===== src/rtl/simt_pkg.sv =====
package simt_pkg;

  typedef enum logic [2:0] {
    OP_NOP  = 3'd0,
    OP_SSY  = 3'd1,
    OP_BRA  = 3'd2,
    OP_SPOP = 3'd3,
    OP_EXIT = 3'd4
  } opKind_e;

  typedef enum logic [1:0] {
    PC_HOLD,
    PC_SEQ,
    PC_TARGET,
    PC_POPPED
  } pcSel_e;

  typedef enum logic [1:0] {
    MK_KEEP,
    MK_TAKEN,
    MK_REMAIN,
    MK_POPPED
  } maskSel_e;

  typedef struct packed {
    logic     doPush;
    logic     pushDeferred;
    logic     doPop;
    logic     doClear;
    logic     setOvf;
    logic     setUnf;
    pcSel_e   pcSel;
    maskSel_e maskSel;
  } strobe_t;

endpackage


===== src/rtl/simt_reconv_ctrl.sv =====
module simt_reconv_ctrl
  import simt_pkg::*;
(
  input  logic       opValid,
  input  logic [2:0] opKind,
  input  logic       running,
  input  logic       effNone,
  input  logic       effAll,
  input  logic       remainNone,
  input  logic       stackFull,
  input  logic       foundValid,
  output strobe_t    strobe
);

  always_comb begin
    strobe = '0;
    strobe.pcSel = PC_HOLD;
    strobe.maskSel = MK_KEEP;
    if (opValid && running) begin
      case (opKind)
        OP_SSY: begin
          strobe.pcSel = PC_SEQ;
          if (stackFull) strobe.setOvf = 1'b1;
          else           strobe.doPush = 1'b1;
        end
        OP_BRA: begin
          if (effNone) begin
            strobe.pcSel = PC_SEQ;
          end else if (effAll) begin
            strobe.pcSel = PC_TARGET;
          end else begin
            strobe.pcSel = PC_TARGET;
            strobe.maskSel = MK_TAKEN;
            strobe.pushDeferred = 1'b1;
            if (stackFull) strobe.setOvf = 1'b1;
            else           strobe.doPush = 1'b1;
          end
        end
        OP_SPOP: begin
          strobe.doPop = 1'b1;
          if (foundValid) begin
            strobe.pcSel = PC_POPPED;
            strobe.maskSel = MK_POPPED;
          end else begin
            strobe.setUnf = 1'b1;
            strobe.pcSel = PC_SEQ;
          end
        end
        OP_EXIT: begin
          strobe.doClear = 1'b1;
          if (!remainNone) begin
            strobe.maskSel = MK_REMAIN;
            strobe.pcSel = PC_SEQ;
          end else begin
            strobe.doPop = 1'b1;
            if (foundValid) begin
              strobe.pcSel = PC_POPPED;
              strobe.maskSel = MK_POPPED;
            end else begin
              strobe.maskSel = MK_REMAIN;
              strobe.pcSel = PC_HOLD;
            end
          end
        end
        default: strobe.pcSel = PC_SEQ;
      endcase
    end
  end

endmodule


===== src/rtl/simt_reconv_dpath.sv =====
module simt_reconv_dpath
  import simt_pkg::*;
#(
  parameter int LANES    = 32,
  parameter int PC_W     = 32,
  parameter int DEPTH    = 16,
  parameter int PC_STEP  = 8,
  parameter logic [PC_W-1:0] RESET_PC = '0
) (
  input  logic             clk,
  input  logic             rstN,
  input  strobe_t          strobe,
  input  logic             exitNow,
  input  logic [PC_W-1:0]  opTarget,
  input  logic [LANES-1:0] predMask,
  output logic [PC_W-1:0]  pc,
  output logic [PC_W-1:0]  nextPc,
  output logic [LANES-1:0] activeMask,
  output logic [LANES-1:0] nextMask,
  output logic             overflowErr,
  output logic             underflowErr,
  output logic             running,
  output logic             effNone,
  output logic             effAll,
  output logic             remainNone,
  output logic             stackFull,
  output logic             foundValid
);

  localparam int CNT_W = $clog2(DEPTH + 1);
  localparam int IDX_W = $clog2(DEPTH);

  logic [PC_W-1:0]  pcQ;
  logic [LANES-1:0] maskQ;
  logic [CNT_W-1:0] depthQ;
  logic             ovfQ, unfQ;

  logic [PC_W-1:0]  stackPc   [DEPTH];
  logic [LANES-1:0] stackMask [DEPTH];

  logic [LANES-1:0] effMask, remainMask, clearVec, poppedMask, pushMask;
  logic [PC_W-1:0]  seqPc, poppedPc, pushPc;
  logic [CNT_W-1:0] foundIdx;

  assign effMask    = predMask & maskQ;
  assign remainMask = maskQ & ~predMask;
  assign seqPc      = pcQ + PC_W'(PC_STEP);
  assign clearVec   = exitNow ? effMask : '0;
  assign pushPc     = strobe.pushDeferred ? seqPc : opTarget;
  assign pushMask   = strobe.pushDeferred ? remainMask : maskQ;

  assign running    = (maskQ != '0);
  assign effNone    = (effMask == '0);
  assign effAll     = (effMask == maskQ);
  assign remainNone = (remainMask == '0);
  assign stackFull  = (depthQ == CNT_W'(DEPTH));

  // topmost live entry, seen with this cycle's exiting lanes removed
  always_comb begin
    foundValid = 1'b0;
    foundIdx   = '0;
    for (int i = 0; i < DEPTH; i++) begin
      if (CNT_W'(i) < depthQ && (stackMask[i] & ~clearVec) != '0) begin
        foundValid = 1'b1;
        foundIdx   = CNT_W'(i);
      end
    end
  end

  assign poppedPc   = stackPc[foundIdx[IDX_W-1:0]];
  assign poppedMask = stackMask[foundIdx[IDX_W-1:0]] & ~clearVec;

  always_comb begin
    case (strobe.pcSel)
      PC_SEQ:    nextPc = seqPc;
      PC_TARGET: nextPc = opTarget;
      PC_POPPED: nextPc = poppedPc;
      default:   nextPc = pcQ;
    endcase
    case (strobe.maskSel)
      MK_TAKEN:  nextMask = effMask;
      MK_REMAIN: nextMask = remainMask;
      MK_POPPED: nextMask = poppedMask;
      default:   nextMask = maskQ;
    endcase
  end

  for (genvar g = 0; g < DEPTH; g++) begin : gEntry
    logic [PC_W-1:0]  ePc;
    logic [LANES-1:0] eMask;
    always_ff @(posedge clk or negedge rstN) begin
      if (!rstN) begin
        ePc   <= '0;
        eMask <= '0;
      end else if (strobe.doPush && depthQ == CNT_W'(g)) begin
        ePc   <= pushPc;
        eMask <= pushMask;
      end else if (strobe.doClear) begin
        eMask <= eMask & ~effMask;
      end
    end
    assign stackPc[g]   = ePc;
    assign stackMask[g] = eMask;
  end

  always_ff @(posedge clk or negedge rstN) begin
    if (!rstN) begin
      pcQ    <= RESET_PC;
      maskQ  <= '1;
      depthQ <= '0;
      ovfQ   <= 1'b0;
      unfQ   <= 1'b0;
    end else begin
      pcQ   <= nextPc;
      maskQ <= nextMask;
      if (strobe.doPush)     depthQ <= depthQ + CNT_W'(1);
      else if (strobe.doPop) depthQ <= foundValid ? foundIdx : '0;
      if (strobe.setOvf) ovfQ <= 1'b1;
      if (strobe.setUnf) unfQ <= 1'b1;
    end
  end

  assign pc           = pcQ;
  assign activeMask   = maskQ;
  assign overflowErr  = ovfQ;
  assign underflowErr = unfQ;

  // a running warp keeps at least one lane unless lanes exit
  p_mask_alive_r9: assert property (@(posedge clk) disable iff (!rstN)
    (maskQ != '0 && !exitNow) |=> (maskQ != '0));

  // a finished warp stays finished with a frozen PC
  p_finished_stays_r9: assert property (@(posedge clk) disable iff (!rstN)
    (maskQ == '0) |=> (maskQ == '0 && $stable(pcQ)));

  p_ovf_sticky_r10: assert property (@(posedge clk) disable iff (!rstN)
    ovfQ |=> ovfQ);

  p_no_overrun_r10: assert property (@(posedge clk) disable iff (!rstN)
    depthQ <= CNT_W'(DEPTH));

  p_unf_sticky_r11: assert property (@(posedge clk) disable iff (!rstN)
    unfQ |=> unfQ);

  // a split keeps only lanes that were already active, and some of them
  p_taken_subset_r5: assert property (@(posedge clk) disable iff (!rstN)
    (strobe.maskSel == MK_TAKEN) |=>
      ((maskQ & ~$past(maskQ)) == '0 && maskQ != '0));

  p_push_grows_r3: assert property (@(posedge clk) disable iff (!rstN)
    strobe.doPush |=> (depthQ == $past(depthQ) + CNT_W'(1)));

  p_push_pop_excl_r6: assert property (@(posedge clk) disable iff (!rstN)
    $onehot0({strobe.doPush, strobe.doPop}));

endmodule


===== src/rtl/simt_reconv_stack.sv =====
module simt_reconv_stack
  import simt_pkg::*;
#(
  parameter int LANES    = 32,
  parameter int PC_W     = 32,
  parameter int DEPTH    = 16,
  parameter int PC_STEP  = 8,
  parameter logic [PC_W-1:0] RESET_PC = '0
) (
  input  logic             clk,
  input  logic             rstN,
  input  logic             opValid,
  input  logic [2:0]       opKind,
  input  logic [PC_W-1:0]  opTarget,
  input  logic [LANES-1:0] predMask,
  output logic [PC_W-1:0]  pc,
  output logic [PC_W-1:0]  nextPc,
  output logic [LANES-1:0] activeMask,
  output logic [LANES-1:0] nextMask,
  output logic             overflowErr,
  output logic             underflowErr
);

  strobe_t strobe;
  logic running, effNone, effAll, remainNone, stackFull, foundValid;
  logic exitNow;

  assign exitNow = opValid && (opKind == OP_EXIT);

  simt_reconv_ctrl uCtrl (
    .opValid    (opValid),
    .opKind     (opKind),
    .running    (running),
    .effNone    (effNone),
    .effAll     (effAll),
    .remainNone (remainNone),
    .stackFull  (stackFull),
    .foundValid (foundValid),
    .strobe     (strobe)
  );

  simt_reconv_dpath #(
    .LANES    (LANES),
    .PC_W     (PC_W),
    .DEPTH    (DEPTH),
    .PC_STEP  (PC_STEP),
    .RESET_PC (RESET_PC)
  ) uDpath (
    .clk          (clk),
    .rstN         (rstN),
    .strobe       (strobe),
    .exitNow      (exitNow),
    .opTarget     (opTarget),
    .predMask     (predMask),
    .pc           (pc),
    .nextPc       (nextPc),
    .activeMask   (activeMask),
    .nextMask     (nextMask),
    .overflowErr  (overflowErr),
    .underflowErr (underflowErr),
    .running      (running),
    .effNone      (effNone),
    .effAll       (effAll),
    .remainNone   (remainNone),
    .stackFull    (stackFull),
    .foundValid   (foundValid)
  );

endmodule


===== config.mk =====
export PLATFORM = sky130hd
export DESIGN_NAME = simt_reconv_stack
export DESIGN_NICKNAME = d
export VERILOG_FILES = /design/src/rtl/simt_pkg.sv /design/src/rtl/simt_reconv_ctrl.sv /design/src/rtl/simt_reconv_dpath.sv /design/src/rtl/simt_reconv_stack.sv
export SDC_FILE = /design/constraint.sdc
export NUM_CORES = 2
export LEC_CHECK = 0
export ABC_AREA = 1
export BUFFER_PORTS_ARGS = -buffer_cell sky130_fd_sc_hd__clkbuf_2
export CAP_MARGIN = 20
export CORE_MARGIN = 2
export CORE_UTILIZATION = 40
export CTS_BUF_LIST = sky130_fd_sc_hd__clkbuf_8
export DETAILED_ROUTE_END_ITERATION = 6
export PLACE_DENSITY_LB_ADDON = 0.1
export SYNTH_ARGS = -nofsm -noshare
export SYNTH_HDL_FRONTEND = slang
export SYNTH_SLANG_ARGS = --single-unit

===== constraint.sdc =====
create_clock -name clk -period 5.15 [get_ports clk]
set_input_delay 0.515 -clock clk [delete_from_list [all_inputs] [get_ports clk]]
set_output_delay 0.515 -clock clk [all_outputs]
set_load 0.1 [all_outputs]

==> key figures <==
Run status
  • Status: finished with violations
  • Failing checks: negative setup slack

Place
  • GP Congestion: 1.021
  • Port Buf Inserts: 199
  • HPWL after DPL: 181,800 µm
  • DP Cell Count: 9,812
  • Area after DPL: 0.06919 mm²

Timing
  • Max Fclk: 0.1694 GHz
  • Worst rel slew slack: 28.11%
  • Crit path time final: 5.902 ns
  • Worst Tran Pin Value: 1.073 ns
  • Fin crit share: 114.6%
  • Final setup viols: 64
  • Final WS setup: -0.7517 ns
  • RSZ-0062 raised after global routing: yes
  • Setup Total Neg Slack: -42.24 ns
  • Final hold viol count: 0
  • Clk_skew: 0.05525 ns
  • Max Slew Vio Count: 0

Worst setup path
  • Worst Path Max Fanout: 20
  • Startpoint types: register
  • Worst path top cell family by delay: simple AND/OR/NAND/NOR gates
  • Worst Setup End Kind: primary output
  • Critical-path cell list: nand2_2 -> inv_2 -> nand4_1 -> buf_4 -> buf_6 -> buf_4 -> nand2_1 -> nand4_1 -> nor3_1 -> buf_4 -> nand3_1 -> nand2_1 -> nand2_1 -> nor2_4 -> inv_1 -> nor2_4 -> buf_4 -> buf_4 -> nand3_2 -> nand3_2 -> buf_6 -> a21oi_4 -> buf_6 -> buf_12
  • Worst reg2reg endpoint: uDpath.pc[17]
  • FF-to-FF path depth: 28
  • Crit-path slowest cell: dfstp_2
  • Req. time, crit path: 4.64 ns
  • Reg2reg setup slack: 0.65 ns
  • Most used cell, CP: buf_4
  • Worst path bufs/invs: 11
  • Max incr delay on CP: 0.53 ns
  • Worst EP arrival: 5.39 ns
  • Reg2reg start: uDpath.activeMask[1]
  • CP Class: reg2out

CTS
  • Root buffer cell: clkbuf_8
  • H-Tree Depth: 4
  • Worst-skew pair later-pin latency: 0.96 ns
  • Sink Count: 1,095
  • Clock Tree Buf Depth: 3
  • Clock Pin Slew Worst Setup and Hold Paths: 0.06 ns
  • CTS tree: built
  • CTS Buf Count: 198

Global route
  • Initial antenna violation count: 14
  • First-pass GRT wire length: 403,200 µm
  • Tot GR Track Use: 37.24%
  • Global route overflow: 0
  • Vias in the first global route: 57.62k
  • Largest net degree at the start of global routing: 133

Drt
  • DR pass1 iterations: 6
  • WL per Instance: 27.49 µm
  • Via-per-instance ratio: 5.892
  • DR DRC count: 0
  • Drt initial violations: 8,501
  • Final wirelength: 286,800 µm
  • Post-route ant nets: 0
  • Via Count: 61.47k

Min path
  • Hold Crit Start: opTarget[4]
  • Worst hold path depth: 3
  • Hold Path Sink: uDpath.pc[4]
  • HP Class: in2reg

Finish
  • Post-route insts no fill: 10.43k
  • FF+latch area: 0.02744 mm²
  • Layout Area Growth over Synthesis: 43.63%
  • Filler cells: 12.81k
  • Final Instance Area: 0.08261 mm²
  • Area of the multi-input gates: 0.03216 mm²
  • Util after Layout: 57.71%
  • Share of cells above drive strength 1: 30.05%
  • Nets@finish: 8,431

Die
  • Die height: 383.2 µm
  • Core area: 0.1431 mm²
  • I/O pins: 200
  • DIE AREA: 0.1468 mm²
  • Die width: 383.2 µm
  • Row cnt: 139
  • Initial core utilization: 40.18%

Synthesis
  • Synth Warn #: 0
  • Cell variety after synth: 46
  • Cell Area, Synth: 0.05751 mm²
  • Post-synthesis register bit count: 1,095
  • Synthesized Nets: 7,471
  • Mean post-synth cell area: 7.775 µm²
  • Post-Synthesis Cells: 7,397
  • Seq/Total Area, Yosys: 47.71%

Job
  • MaxCap Viol Count: 0
==> metal layers <==
metal | GRT usage, % | share of wire [%] | wire (µm) | up-vias
met5 | 0.9259 | 0.093 | 268 | -
met4 | 15.29 | 5.0 | 14390 | 12
met3 | 9.464 | 12 | 33300 | 782
met2 | 53.82 | 42 | 121400 | 3845
met1 | 52.75 | 41 | 117500 | 30330
li1 | - | - | - | 26500
==> kinds of logic after synthesis <==
group                      after synthesis  synth area share [%]
and+or+nand+nor                       4733                 35.06
DFF                                   1095                 47.71
buffers and inverters                  757                 5.426
muxes                                  490                 8.528
AOI/OAI and AO/OA                      301                 2.930
xor gates and xnor gates                17                0.2589
adders and majority gates                4               0.08702
==> flip-flops by register name, summed over array words and instances (netlist names) <==
register and flops:
uDpath.gEntry.eMask 512, uDpath.underflowErr 1, uDpath.pc 32, uDpath.activeMask 32, uDpath.gEntry.ePc 512, uDpath.overflowErr 1, uDpath.depthQ 5
==> synthesized netlist by cell type (all sizes together) <==
cell    instances  share of area [%]
a31o            3              0.046
o21a            1              0.013
ha              4              0.087
a22o            1              0.015
o21ai         140                1.2
clkbuf        343                2.2
dfrtp        1063                 46
xor2           15               0.23
o21bai          1              0.013
nor4           29               0.32
inv           187                1.2
nand4         120                1.3
clkinv          6              0.039
and3            2              0.022
nand3        1500                 13
nand2        2880                 19
nor3b           1              0.013
o221ai          2              0.030
o22ai           9              0.098
a31oi           2              0.022
nor2          164                1.1
nor3           36               0.33
dfstp          32                1.5
mux2i         490                8.5
nand3b          1              0.013
a22oi          15               0.20
a21oi          90               0.79
o211ai          3              0.039
buf           221                1.9
xnor2           2              0.030
a21o            3              0.039
o31ai           2              0.026
a21boi         29               0.38
==> placed cells by master, fill, tap and decap left out, types with 15 or more instances in the layout <==
cell type | netlist | final
a21boi_0 | 29 | 24
a21oi_1 | 89 | 27
a21oi_4 | 0 | 61
buf_12 | 0 | 300
buf_16 | 0 | 48
buf_4 | 28 | 672
buf_6 | 3 | 73
buf_8 | 0 | 27
clkbuf_16 | 0 | 42
clkbuf_2 | 0 | 134
clkbuf_8 | 0 | 261
clkinv_2 | 0 | 23
dfrtp_1 | 1063 | 1062
dfstp_2 | 32 | 32
dlygate4sd3_1 | 0 | 21
inv_1 | 179 | 217
inv_2 | 8 | 39
mux2i_1 | 490 | 490
nand2_1 | 2860 | 2739
nand2_2 | 18 | 101
nand2_4 | 2 | 36
nand3_1 | 1500 | 890
nand3_2 | 0 | 535
nand3_4 | 0 | 75
nand4_1 | 119 | 119
nor2_1 | 161 | 133
nor2_4 | 1 | 18
nor3_1 | 34 | 19
nor4_1 | 29 | 21
o21ai_0 | 83 | 67
o21ai_1 | 56 | 71
xor2_1 | 15 | 15
==> worst register-to-register path, delay by kind of cell, from the launching register on <==
kind / cells / cell delay [ns]
buffers and inverters: 12 / 1.54
flip-flops: 1 / 0.53
AND/OR/NAND/NOR: 14 / 2.06
AO/OA/AOI/OAI: 2 / 0.26
==> timing repair <==
item | CTS | global route
cloned | 41 | 48
hold endpoints to repair | 95 | 0
resized for setup | 421 | 787
setup endpoints to repair | 64 | 64
pin swaps | 108 | 381
setup buffers | 76 | 77
hold buffers | 21 | 0
==> per-stage QoR <==
stage          setup slack [ns]  hold WS, ns
2_1_floorplan           0.06996       0.2194
6_report                -0.7517      0.06256
3_3_place_gp             -1.030       0.4532
3_5_place_dp            -0.9732       0.4585
4_1_cts                 -0.6453      0.01139
5_1_grt                 -0.8762      0.03888
==> worst max path at each step <==
stage	end	from	cells past startpoint
6_report	nextMask[18]	uDpath.activeMask[27]	24
3_5_place_dp	nextMask[13]	opKind[1]	37
2_1_floorplan	nextPc[31]	uDpath.pc[3]	19
3_3_place_gp	nextMask[13]	opKind[1]	37
4_1_cts	nextPc[20]	uDpath.activeMask[4]	32
5_1_grt	nextMask[30]	uDpath.activeMask[25]	29
==> area by class of cell <==
cell class	count	share of cell area [%]
multi-input cells	5546	38.93
flip-flops and latches	1095	33.22
repair buffers	1323	19.04
clock buffers	261	4.348
well taps	1903	2.882
inverters	193	0.9300
clock inverters	104	0.6225
diodes	8	0.02423
Power is left out: the tool's default activity adds up to more than one toggle a clock period on the data nets, which glitch-free logic cannot reach.
